### src/rtl/rcvm_pkg.sv
package rcvm_pkg;

    // Lifecycle of one register version
    typedef enum logic [1:0] {
        ST_FREE    = 2'b00,
        ST_ALLOC   = 2'b01,
        ST_WRITTEN = 2'b10,
        ST_READ    = 2'b11
    } slot_state_e;

    // Events that concern one slot in one cycle
    typedef struct packed {
        logic alloc;
        logic wr;
        logic rd;
        logic dealloc;
        logic fault;
    } slot_ev_t;

    // True while the held value is live (between write and last read)
    function automatic logic in_window(slot_state_e s);
        return (s == ST_WRITTEN) || (s == ST_READ);
    endfunction

    function automatic int idx_bits(int n);
        return (n > 1) ? $clog2(n) : 1;
    endfunction

endpackage

### src/rtl/rcvm_slot.sv
module rcvm_slot
    import rcvm_pkg::*;
#(
    parameter int CNT_W = 32
) (
    input  logic             clk,
    input  logic             rst,
    input  logic             clr,
    input  slot_ev_t         ev_i,
    output logic             credit_vld_o,
    output logic [CNT_W-1:0] credit_o,
    output logic             wr_bad_o
);

    slot_state_e      state_q;
    logic [CNT_W-1:0] pend_q;
    logic             live;

    assign live         = in_window(state_q);
    assign credit_vld_o = ev_i.rd && live;
    assign credit_o     = pend_q + CNT_W'(ev_i.fault);
    assign wr_bad_o     = ev_i.wr && (state_q != ST_ALLOC);

    always_ff @(posedge clk) begin
        if (rst || clr) begin
            state_q <= ST_FREE;
            pend_q  <= '0;
        end else if (ev_i.dealloc) begin
            state_q <= ST_FREE;
            pend_q  <= '0;
        end else if (ev_i.alloc && state_q == ST_FREE) begin
            state_q <= ST_ALLOC;
            pend_q  <= '0;
        end else if (ev_i.wr && state_q == ST_ALLOC) begin
            state_q <= ST_WRITTEN;
            pend_q  <= '0;
        end else if (ev_i.rd && live) begin
            // pending plus this cycle's hit handed over as credit
            state_q <= ST_READ;
            pend_q  <= '0;
        end else if (ev_i.fault && live) begin
            pend_q  <= pend_q + 1'b1;
        end
    end

endmodule

### src/rtl/rcvm_accum.sv
module rcvm_accum #(
    parameter int CNT_W = 32
) (
    input  logic             clk,
    input  logic             rst,
    input  logic             clr,
    input  logic             add_vld,
    input  logic [CNT_W-1:0] add_val,
    input  logic             fault_act,
    input  logic             err_set,
    output logic [CNT_W-1:0] crit_cnt,
    output logic [CNT_W-1:0] fault_cnt,
    output logic             err
);

    always_ff @(posedge clk) begin
        if (rst || clr) begin
            crit_cnt  <= '0;
            fault_cnt <= '0;
            err       <= 1'b0;
        end else begin
            if (add_vld)   crit_cnt  <= crit_cnt + add_val;
            if (fault_act) fault_cnt <= fault_cnt + 1'b1;
            if (err_set)   err       <= 1'b1;
        end
    end

endmodule

### src/rtl/reg_crit_monitor.sv
module reg_crit_monitor
    import rcvm_pkg::*;
#(
    parameter int NUM_REGS = 8,
    parameter int CNT_W    = 32,
    parameter int IDX_W    = idx_bits(NUM_REGS)
) (
    input  logic             clk,
    input  logic             rst,
    input  logic             clr,
    input  logic             alloc_vld,
    input  logic [IDX_W-1:0] alloc_idx,
    input  logic             wr_vld,
    input  logic [IDX_W-1:0] wr_idx,
    input  logic             rd_vld,
    input  logic [IDX_W-1:0] rd_idx,
    input  logic             dealloc_vld,
    input  logic [IDX_W-1:0] dealloc_idx,
    input  logic             fault_act,
    input  logic [IDX_W-1:0] fault_idx,
    output logic [CNT_W-1:0] crit_cycles,
    output logic [CNT_W-1:0] fault_cycles,
    output logic             prot_err
);

    slot_ev_t            ev    [NUM_REGS];
    logic [CNT_W-1:0]    cval  [NUM_REGS];
    logic [NUM_REGS-1:0] cvld;
    logic [NUM_REGS-1:0] wbad;
    logic [CNT_W-1:0]    add_val;
    logic                add_vld;
    logic                err_set;

    for (genvar g = 0; g < NUM_REGS; g++) begin : g_slot
        localparam logic [IDX_W-1:0] MY_IDX = IDX_W'(g);

        assign ev[g] = '{alloc:   alloc_vld   && (alloc_idx   == MY_IDX),
                         wr:      wr_vld      && (wr_idx      == MY_IDX),
                         rd:      rd_vld      && (rd_idx      == MY_IDX),
                         dealloc: dealloc_vld && (dealloc_idx == MY_IDX),
                         fault:   fault_act   && (fault_idx   == MY_IDX)};

        rcvm_slot #(.CNT_W(CNT_W)) u_slot (
            .clk          (clk),
            .rst          (rst),
            .clr          (clr),
            .ev_i         (ev[g]),
            .credit_vld_o (cvld[g]),
            .credit_o     (cval[g]),
            .wr_bad_o     (wbad[g])
        );
    end

    // At most one slot sees the read strobe, so an OR-merge selects it
    always_comb begin
        add_val = '0;
        for (int k = 0; k < NUM_REGS; k++) begin
            add_val = add_val | (cval[k] & {CNT_W{cvld[k]}});
        end
        add_vld = |cvld;
        err_set = |wbad;
    end

    rcvm_accum #(.CNT_W(CNT_W)) u_accum (
        .clk       (clk),
        .rst       (rst),
        .clr       (clr),
        .add_vld   (add_vld),
        .add_val   (add_val),
        .fault_act (fault_act),
        .err_set   (err_set),
        .crit_cnt  (crit_cycles),
        .fault_cnt (fault_cycles),
        .err       (prot_err)
    );

endmodule

### config.mk
export PLATFORM = sky130hd
export DESIGN_NAME = reg_crit_monitor
export DESIGN_NICKNAME = d
export VERILOG_FILES = /design/src/rtl/rcvm_pkg.sv /design/src/rtl/rcvm_slot.sv /design/src/rtl/rcvm_accum.sv /design/src/rtl/reg_crit_monitor.sv
export SDC_FILE = /design/constraint.sdc
export NUM_CORES = 1
export LEC_CHECK = 0
export ABC_AREA = 1
export BUFFER_PORTS_ARGS = -buffer_cell sky130_fd_sc_hd__buf_4
export CAP_MARGIN = 10
export CORE_MARGIN = 4
export CORE_UTILIZATION = 37
export CTS_CLUSTER_SIZE = 30
export DETAILED_ROUTE_END_ITERATION = 12
export GPL_ROUTABILITY_DRIVEN = 0
export SLEW_MARGIN = 20
export SYNTH_ARGS = -nofsm -noshare
export SYNTH_HDL_FRONTEND = slang
export SYNTH_HIERARCHICAL = 1
export SYNTH_SLANG_ARGS = --single-unit
### constraint.sdc
create_clock -name clk -period 5.9 [get_ports clk]
set_input_delay 0.885 -clock clk [delete_from_list [all_inputs] [get_ports clk]]
set_output_delay 0.885 -clock clk [all_outputs]
set_load 0.02 [all_outputs]
* After elaboration in Yosys (flattened, before gate mapping)
Cells that the tools add are included.
Storage, ports and cells: bits in registers 337, bits in latches 0, memory bits (writable) 0, memory bits (read-only) 0, input bits 23, output and inout port bits 65, logic and storage cells 295, memories 0
Operators by class: add/subtract/negate cells 18, $mul 0, divide/modulo/power cells 0, magnitude comparators 0, eq/ne operators 67, shift-type cells 0, muxes and demuxes 24, bitwise logic cells 15, reductions and logical operators 144
Operator list (number):
- adder 32 x 1 -> 32 bit, second input constant | 9
- adder 32 x 1 -> 32 bit | 8
- AND 32 bit | 8
- bitwise OR 32 bit | 7
- logical AND 1 bit | 80
- equality test 3 bit, second input constant | 20
- OR reduction 5 bit | 8
- adder 32 bit | 1
- equality test 2 bit, second input constant | 16
- two-way mux 2 bit | 16
- equality test 3 x 2 -> 1 bit, second input constant | 10
- nonzero test 3 bit | 8
- OR reduction 3 bit | 8
- equality test 2 x 1 -> 1 bit, second input constant | 8
- logical NOT 2 bit | 8
- != test 2 x 1 -> 1 bit, second input constant | 8
- nonzero test 2 bit | 8
- OR reduction 2 bit | 8
- OR reduction 8 bit | 2
- equality test 3 x 1 -> 1 bit, second input constant | 5
- logical NOT 3 bit | 5
- logical OR 1 bit | 9
- two-way mux 1 bit | 8

* Longest topological paths before layout
Gate-level depths: netlist of the first run.
word-level depth 12, depth in mapped cells 27, depth with buffers taken out 27

* Hierarchy
The synthesis of the first run kept the hierarchy.
By module, submodules not included:
- rcvm_slot (g_slot[1].u_slot ...) | times used 5, cells each 373, area an instance 2433.6 um^2, seq. area each 680.7 um^2
- rcvm_accum | times used 1, cells each 908, area an instance 5225.0 um^2, seq. area each 1301.2 um^2
- rcvm_slot (g_slot[0].u_slot ...) | times used 2, cells each 380, area an instance 2442.3 um^2, seq. area each 680.7 um^2
- reg_crit_monitor | times used 1, cells each 607, area an instance 2565.0 um^2, seq. area each 0.0 um^2
- rcvm_slot (g_slot[7].u_slot) | times used 1, cells each 379, area an instance 2386.0 um^2, seq. area each 680.7 um^2

* Least setup slack after synthesis of the first run
No wires, ideal clock.
path kind in2reg, start in fault_idx[2], end reg u_accum.crit_cnt[27], library setup time 109 ps, data arrival time 3710 ps, required time 5791 ps, slack 2081 ps, stages 23, path buffers 0, cell sequence inv_1 nand2_1 nor2_1 ha_1 ha_1 nand3_1 nor3_1 nand3_1 xor2_1 nand2_1 nand2_1 nor2_1 nand2_1 ha_1 nand2_1 nor2_1 inv_1 nor3_1 nand2_1 nand3_1 nand3_1 nand2_1 inv_1
RTL lines:
- start, declared | line reg_crit_monitor.sv:20 | input logic [IDX_W-1:0] fault_idx,
- end signal, assigned | line rcvm_accum.sv:22 | if (add_vld) crit_cnt <= crit_cnt + add_val;
- end, declared | line rcvm_accum.sv:11 | output logic [CNT_W-1:0] crit_cnt,

==> impl_metrics.tcl, run 1 <==
set metrics [dict create \
    finalHoldViolations 0 \
    dpl_cell_area_um2 28600 \
    synth-seq-cells 337 \
    area_growth_syn_to_layout_pct 10.6 \
    start_util_pct 37.3 \
    cp.arrival_ns 5.02 \
    postSynthCellCount 4519 \
    crit_slowest_cell "nor2_1" \
    drt_iter0_markers 2228 \
    cts_tree "built" \
    synthDistinctLibCells 45 \
    cts_made_buffers 44 \
    maxCapViolCount 0 \
    placementRows 99 \
    dr_total_vias 26835 \
    slowest_delay_ns 0.42 \
    final-seq-area_um2 6750 \
    grt_setup_unrepaired "false" \
    wl_per_cell_um 15.5 \
    whs_path_depth 2 \
    grt_pass1_vias 24642 \
    wirelength_mm 86.6 \
    hold_buffers 0 \
    root_buffer "clkbuf_16" \
    total_leakage_power_uw 0.0131 \
    tns_ns 0 \
    power_frac_seq_pct 42.9 \
    antenna_cells 0 \
    multiInputGateArea_um2 17800 \
    max_freq_mhz 221 \
    nNetsFinal 4674 \
    reg2reg_depth 20 \
    clk_pin_slew_worst_paths_ns 0.06 \
    ant_nets 0 \
    cts.sinks 337 \
    syn-cell-area_um2 27200 \
    worstPathMaxFanout 10 \
    drc 0 \
    dp_hpwl_mm 69.8 \
    grt_pass1_wl_mm 135 \
    status "finished, final reports clean" \
    layout_commonest_cell "nand2_1" \
    die_w_um 279 \
    fin_util_pct 41.3 \
    irDropWorstVdd_uv 192 \
    core_area_um2 73000 \
    layout_common_cells "nand2_1, nor2_1, inv_1" \
    hp-class "flop to flop" \
    period_share_pct 76.8 \
    ys_seq_area_share_pct 24.8 \
    die_y_um 279 \
    firstDrtPassIters 7 \
    fin_crit_ns 4.53 \
    antenna_found_initial 1 \
    path_class "primary input to flop" \
    p_clk_share_pct 54.4 \
    port_buffers 87 \
    ys_warn_count 6 \
    dieArea_um2 78000 \
    powerDensity_nw_per_um2 176 \
    final_cell_area_um2 30100 \
    end_kind "flop" \
    vias_per_cell 4.81 \
    io_pins 88 \
    drv_slew 0 \
    grt_util_all_layers_pct 21.7 \
    insertion_delay_ns 0.60 \
    intPower_uw 4070 \
    cts_buffer_depth 3 \
    max_slew_margin_pct 31.1 \
    switching_share_pct 23.5 \
    crit_required_ns 6.39 \
    crit_top_cell "nand2_1" \
    h-tree-depth 2 \
    nFillCells 7953 \
    setup_viol 0 \
    fin_skew_ns 0.0303 \
    avgSynthCellArea_um2 6.03 \
    grt_max_degree 49 \
    worst_slew_pin_slew_ns 1.03 \
    power_uw 5320 \
    power.switching_uw 1250 \
    drive_gt1_share_pct 10.6 \
    gr-total-overflow 0 \
    syn-num-nets 4600 \
    start_kind "primary input" \
    pwr-share-comb_pct 2.7 \
    post_cts_buffers 0 \
    path_cells "buf_4 > nand2_1 > nor2_1 > ha_1 > ha_1 > nand3_1 > nor3_1 > nand3_1 > xor2_1 > nand2_1 > nand2_1 > nor2_1 > nand2_1 > ha_1 > nand2_1 > nor2_1 > inv_1 > nor3_1 > nand2_1 > nand3_1 > nand3_1 > nand2_1 > inv_1" \
    cts_resized 0 \
    whs_ns 0.504 \
]
routing by layer:
layer	track usage, %	share of wire [%]
met5	0	0
met4	7.17	3.4
met3	3.44	6.3
met2	34.5	44
met1	29.9	46
power groups by stage:
stage	Clock, uW	Combinational, uW	Sequential (uW)
after detailed placement	0	142	2330
after CTS	2960	142	2280
after global placement	0	141	2330
after floorplan	0	93.3	2330
after global routing	3040	158	2280
final	2890	143	2280
critical path, delay by kind of cell:
| kind | cells | cell delay [ns] |
|---|---|---|
| buffers and inverters | 3 | 0.31 |
| and+or+nand+nor | 16 | 2.59 |
| xor gates and xnor gates | 1 | 0.18 |
| adders and majority gates | 3 | 1.04 |
logic make-up (layout without fill, tap and decap cells):
group	after synthesis	count (layout)	synth area share, %
adder cells (fa/ha/maj)	58	58	2.69
XOR/XNOR	309	309	9.94
flip-flops	337	337	24.8
AND/OR/NAND/NOR	2944	2944	48.1
AO/OA/AOI/OAI	228	228	4.48
buffers and inverters	643	749	10.0
state kept, by name, indices dropped and copies added (netlist names):
name                   flops
u_accum/crit_cnt          32
u_accum/fault_cnt         32
u_accum/err                1
g_slot.u_slot/state_q     16
g_slot.u_slot/pend_q     256
metrics by stage:
| stage | setup slack (ns) | cells |
|---|---|---|
| final | 1.37 | 5584 |
| after global routing | 0.939 | 5584 |
| after global placement | 0.704 | 5506 |
| after floorplan | 2.08 | 4519 |
| after CTS | 1.35 | 5584 |
| after detailed placement | 0.732 | 5506 |
synth_stat cells, drive strengths merged:
master | count | area, um^2
clkinv | 2 | 10.0
o21a | 2 | 15.0
xor2 | 214 | 1870
a21oi | 150 | 751
nand4 | 33 | 206
a21boi | 8 | 60.1
o21bai | 3 | 22.5
nand3b | 11 | 86.3
fa | 1 | 20.0
o21ai | 47 | 235
or2 | 9 | 56.3
a31oi | 9 | 68.8
dfxtp | 337 | 6750
xnor2 | 95 | 832
nor4 | 4 | 25.0
a311oi | 1 | 8.76
ha | 57 | 713
clkbuf | 10 | 38.8
nand3 | 268 | 1600
nand2 | 1575 | 6150
nor3 | 89 | 554
nor2 | 949 | 4380
and3 | 5 | 31.3
a21o | 8 | 60.1
and2 | 1 | 6.26
buf | 59 | 531
inv | 572 | 2150
worst paths after layout:
path	startpoint	end	slack [ns]
setup reg to reg	g_slot[4].u_slot/pend_q[0]$_SDFFE_PP0P_	u_accum/crit_cnt[27]$_SDFFE_PP0P_	2.10
hold reg to reg	u_accum/crit_cnt[0]$_SDFFE_PP0P_	u_accum/crit_cnt[0]$_SDFFE_PP0P_	0.50
hold / removal	u_accum/crit_cnt[0]$_SDFFE_PP0P_	u_accum/crit_cnt[0]$_SDFFE_PP0P_	0.50
setup / recovery	fault_act	u_accum/crit_cnt[27]$_SDFFE_PP0P_	1.37
final cells by class:
class	instances	share of cell area (%)
Timing Repair Buffer	97	2.42
Clock buffer	57	4.12
Tap cell	959	3.98
Clock inverter	21	0.988
Inverter	574	7.17
Sequential cell	337	22.4
Multi-Input combinational cell	3539	58.9
Note: power is estimated with default switching activity, not from simulation.
==> run 2: changes to the inputs <==
==> constraint.sdc (replaced) <==
create_clock -name clk -period 4.1 [get_ports clk]
set_input_delay 0.615 -clock clk [delete_from_list [all_inputs] [get_ports clk]]
set_output_delay 0.615 -clock clk [all_outputs]
set_load 0.02 [all_outputs]
==> run 2 against run 1 <==
Global-route usage rose by 0.45 points. Clock skew rose by 0.015 ns. Utilization rose by 1.8 points. Total power rose by 40%. Wire length rose by 1.8%. Largest cell class unchanged. Non-clock buffer count rose by 175. Critical path depth rose by 3.
==> impl_metrics.tcl, run 2 (synthesis results as in run 1) <==
set metrics [dict create \
    end_kind "flop" \
    hp-class "primary input to flop" \
    wirelength_mm 88.2 \
    area_growth_syn_to_layout_pct 15.5 \
    cts_resized 0 \
    grtUsageMet1_pct 29.2 \
    fin_crit_ns 3.79 \
    cts.sinks 337 \
    layout_commonest_cell "nand2_1" \
    tns_ns 0 \
    io_pins 88 \
    worstPathMaxFanout 4 \
    setup_viol 0 \
    core_area_um2 73000 \
    firstDrtPassIters 5 \
    slowest_delay_ns 0.36 \
    antenna_found_initial 0 \
    period_share_pct 92.4 \
    vias_per_cell 4.76 \
    gr-total-overflow 0 \
    path_class "primary input to flop" \
    layout_common_cells "nand2_1, nor2_1, inv_1" \
    ant_nets 0 \
    max_freq_mhz 264 \
    cp.arrival_ns 4.27 \
    cts_buffer_depth 3 \
    hold_buffers 0 \
    worst_slew_pin_slew_ns 0.952 \
    dp_hpwl_mm 71.2 \
    largest_registers "g_slot.u_slot/pend_q: 256 flops, u_accum/crit_cnt: 32 flops, u_accum/fault_cnt: 32 flops" \
    insertion_delay_ns 0.60 \
    dieArea_um2 78000 \
    crit_required_ns 4.59 \
    clk_pin_slew_worst_paths_ns 0.06 \
    wl_per_cell_um 15.3 \
    crit_slowest_cell "ha_1" \
    fin_skew_ns 0.0453 \
    irDropWorstVdd_uv 329 \
    nNetsFinal 4849 \
    drv_slew 0 \
    grt_use_met3_pct 4.17 \
    post_cts_buffers 0 \
    cts_tree "built" \
    drt_iter0_markers 2061 \
    grt_util_all_layers_pct 22.1 \
    grt_pass1_vias 25570 \
    drive_gt1_share_pct 13.9 \
    use_met2_pct 36.6 \
    maxCapViolCount 0 \
    total_leakage_power_uw 0.0139 \
    cts_made_buffers 44 \
    powerDensity_nw_per_um2 237 \
    dr_total_vias 27430 \
    dpl_cell_area_um2 30000 \
    status "finished, final reports clean" \
    start_kind "primary input" \
    die_w_um 279 \
    whs_ns 0.433 \
    max_slew_margin_pct 36.5 \
    h-tree-depth 2 \
    largest_reg_flops 256 \
    root_buffer "clkbuf_16" \
    final_cell_area_um2 31500 \
    grt_pass1_wl_mm 138 \
    start_util_pct 37.3 \
    crit_top_cell "nand2_1" \
    regMostFlops "g_slot.u_slot/pend_q" \
    die_y_um 279 \
    grt_max_degree 48 \
    finalHoldViolations 0 \
    drc 0 \
    placementRows 99 \
    busiest_layer "met2" \
    port_buffers 87 \
]
## run 2: changes by cell type in the layout (fill, tap and decap cells not counted), sizes merged
cell,before,now
buf,97,272
bufinv,6,3
clkbuf,57,60
clkinv,12,8
clkinvlp,2,5
diode,0,1
inv,575,573
## run 2: power by group
part | switching, uW | total [uW] | internal [uW] | leakage (uW)
sequential | 2.80 | 3280 | 3280 | 0.00271
combinational | 152 | 215 | 62.9 | 0.0105
clock | 1650 | 3970 | 2320 | 0.000690
## run 2: cell type report
cell class	instances	area, um^2
Antenna cell	1	2.50
Clock buffer	60	1250
Clock inverter	15	181
Fill cell	7854	41500
Inverter	574	2160
Multi-Input combinational cell	3539	17800
Sequential cell	337	6750
Tap cell	959	1200
Timing Repair Buffer	272	2130
## run 2: worst paths after layout
kind | startpoint | to | slack [ns] | cells past startpoint
worst max-delay path | fault_idx[2] | u_accum/crit_cnt[20]$_SDFFE_PP0P_ | 0.31 | 26
worst max register to register | g_slot[7].u_slot/pend_q[16]$_SDFFE_PP0P_ | u_accum/crit_cnt[30]$_SDFFE_PP0P_ | 0.50 | 23
worst min-delay path | rst | g_slot[6].u_slot/state_q[1]$_SDFFE_PP0P_ | 0.43 | 4
worst min register to register | u_accum/crit_cnt[0]$_SDFFE_PP0P_ | u_accum/crit_cnt[0]$_SDFFE_PP0P_ | 0.50 | 2
## run 2: through the flow
stage                     total power [uW]  utilization, %  setup WS, ns  instances
after CTS                             7560            43.1         0.217       5756
final                                 7460            43.1         0.312       5757
after global placement                3560            41.1        -0.335       5681
after detailed placement              3560            41.1        -0.378       5681
after floorplan                       3490               -         0.551       4519
after global routing                  7700            43.1      -0.00554       5756
## run 2: metal layers
layer,vias to the layer above,part of all wire [%]
li1,14348,-
met1,12327,46
met2,614,45
met3,141,6.0
met4,0,3.1
met5,-,0
## run 2: critical path, delay by kind of cell
| kind | cells | cell delay, ns |
|---|---|---|
| AND/OR/NAND/NOR | 15 | 2.04 |
| adder cells (fa/ha/maj) | 2 | 0.62 |
| buffers and inverters | 7 | 0.61 |
| AO/OA/AOI/OAI | 1 | 0.20 |
| XOR/XNOR | 1 | 0.17 |
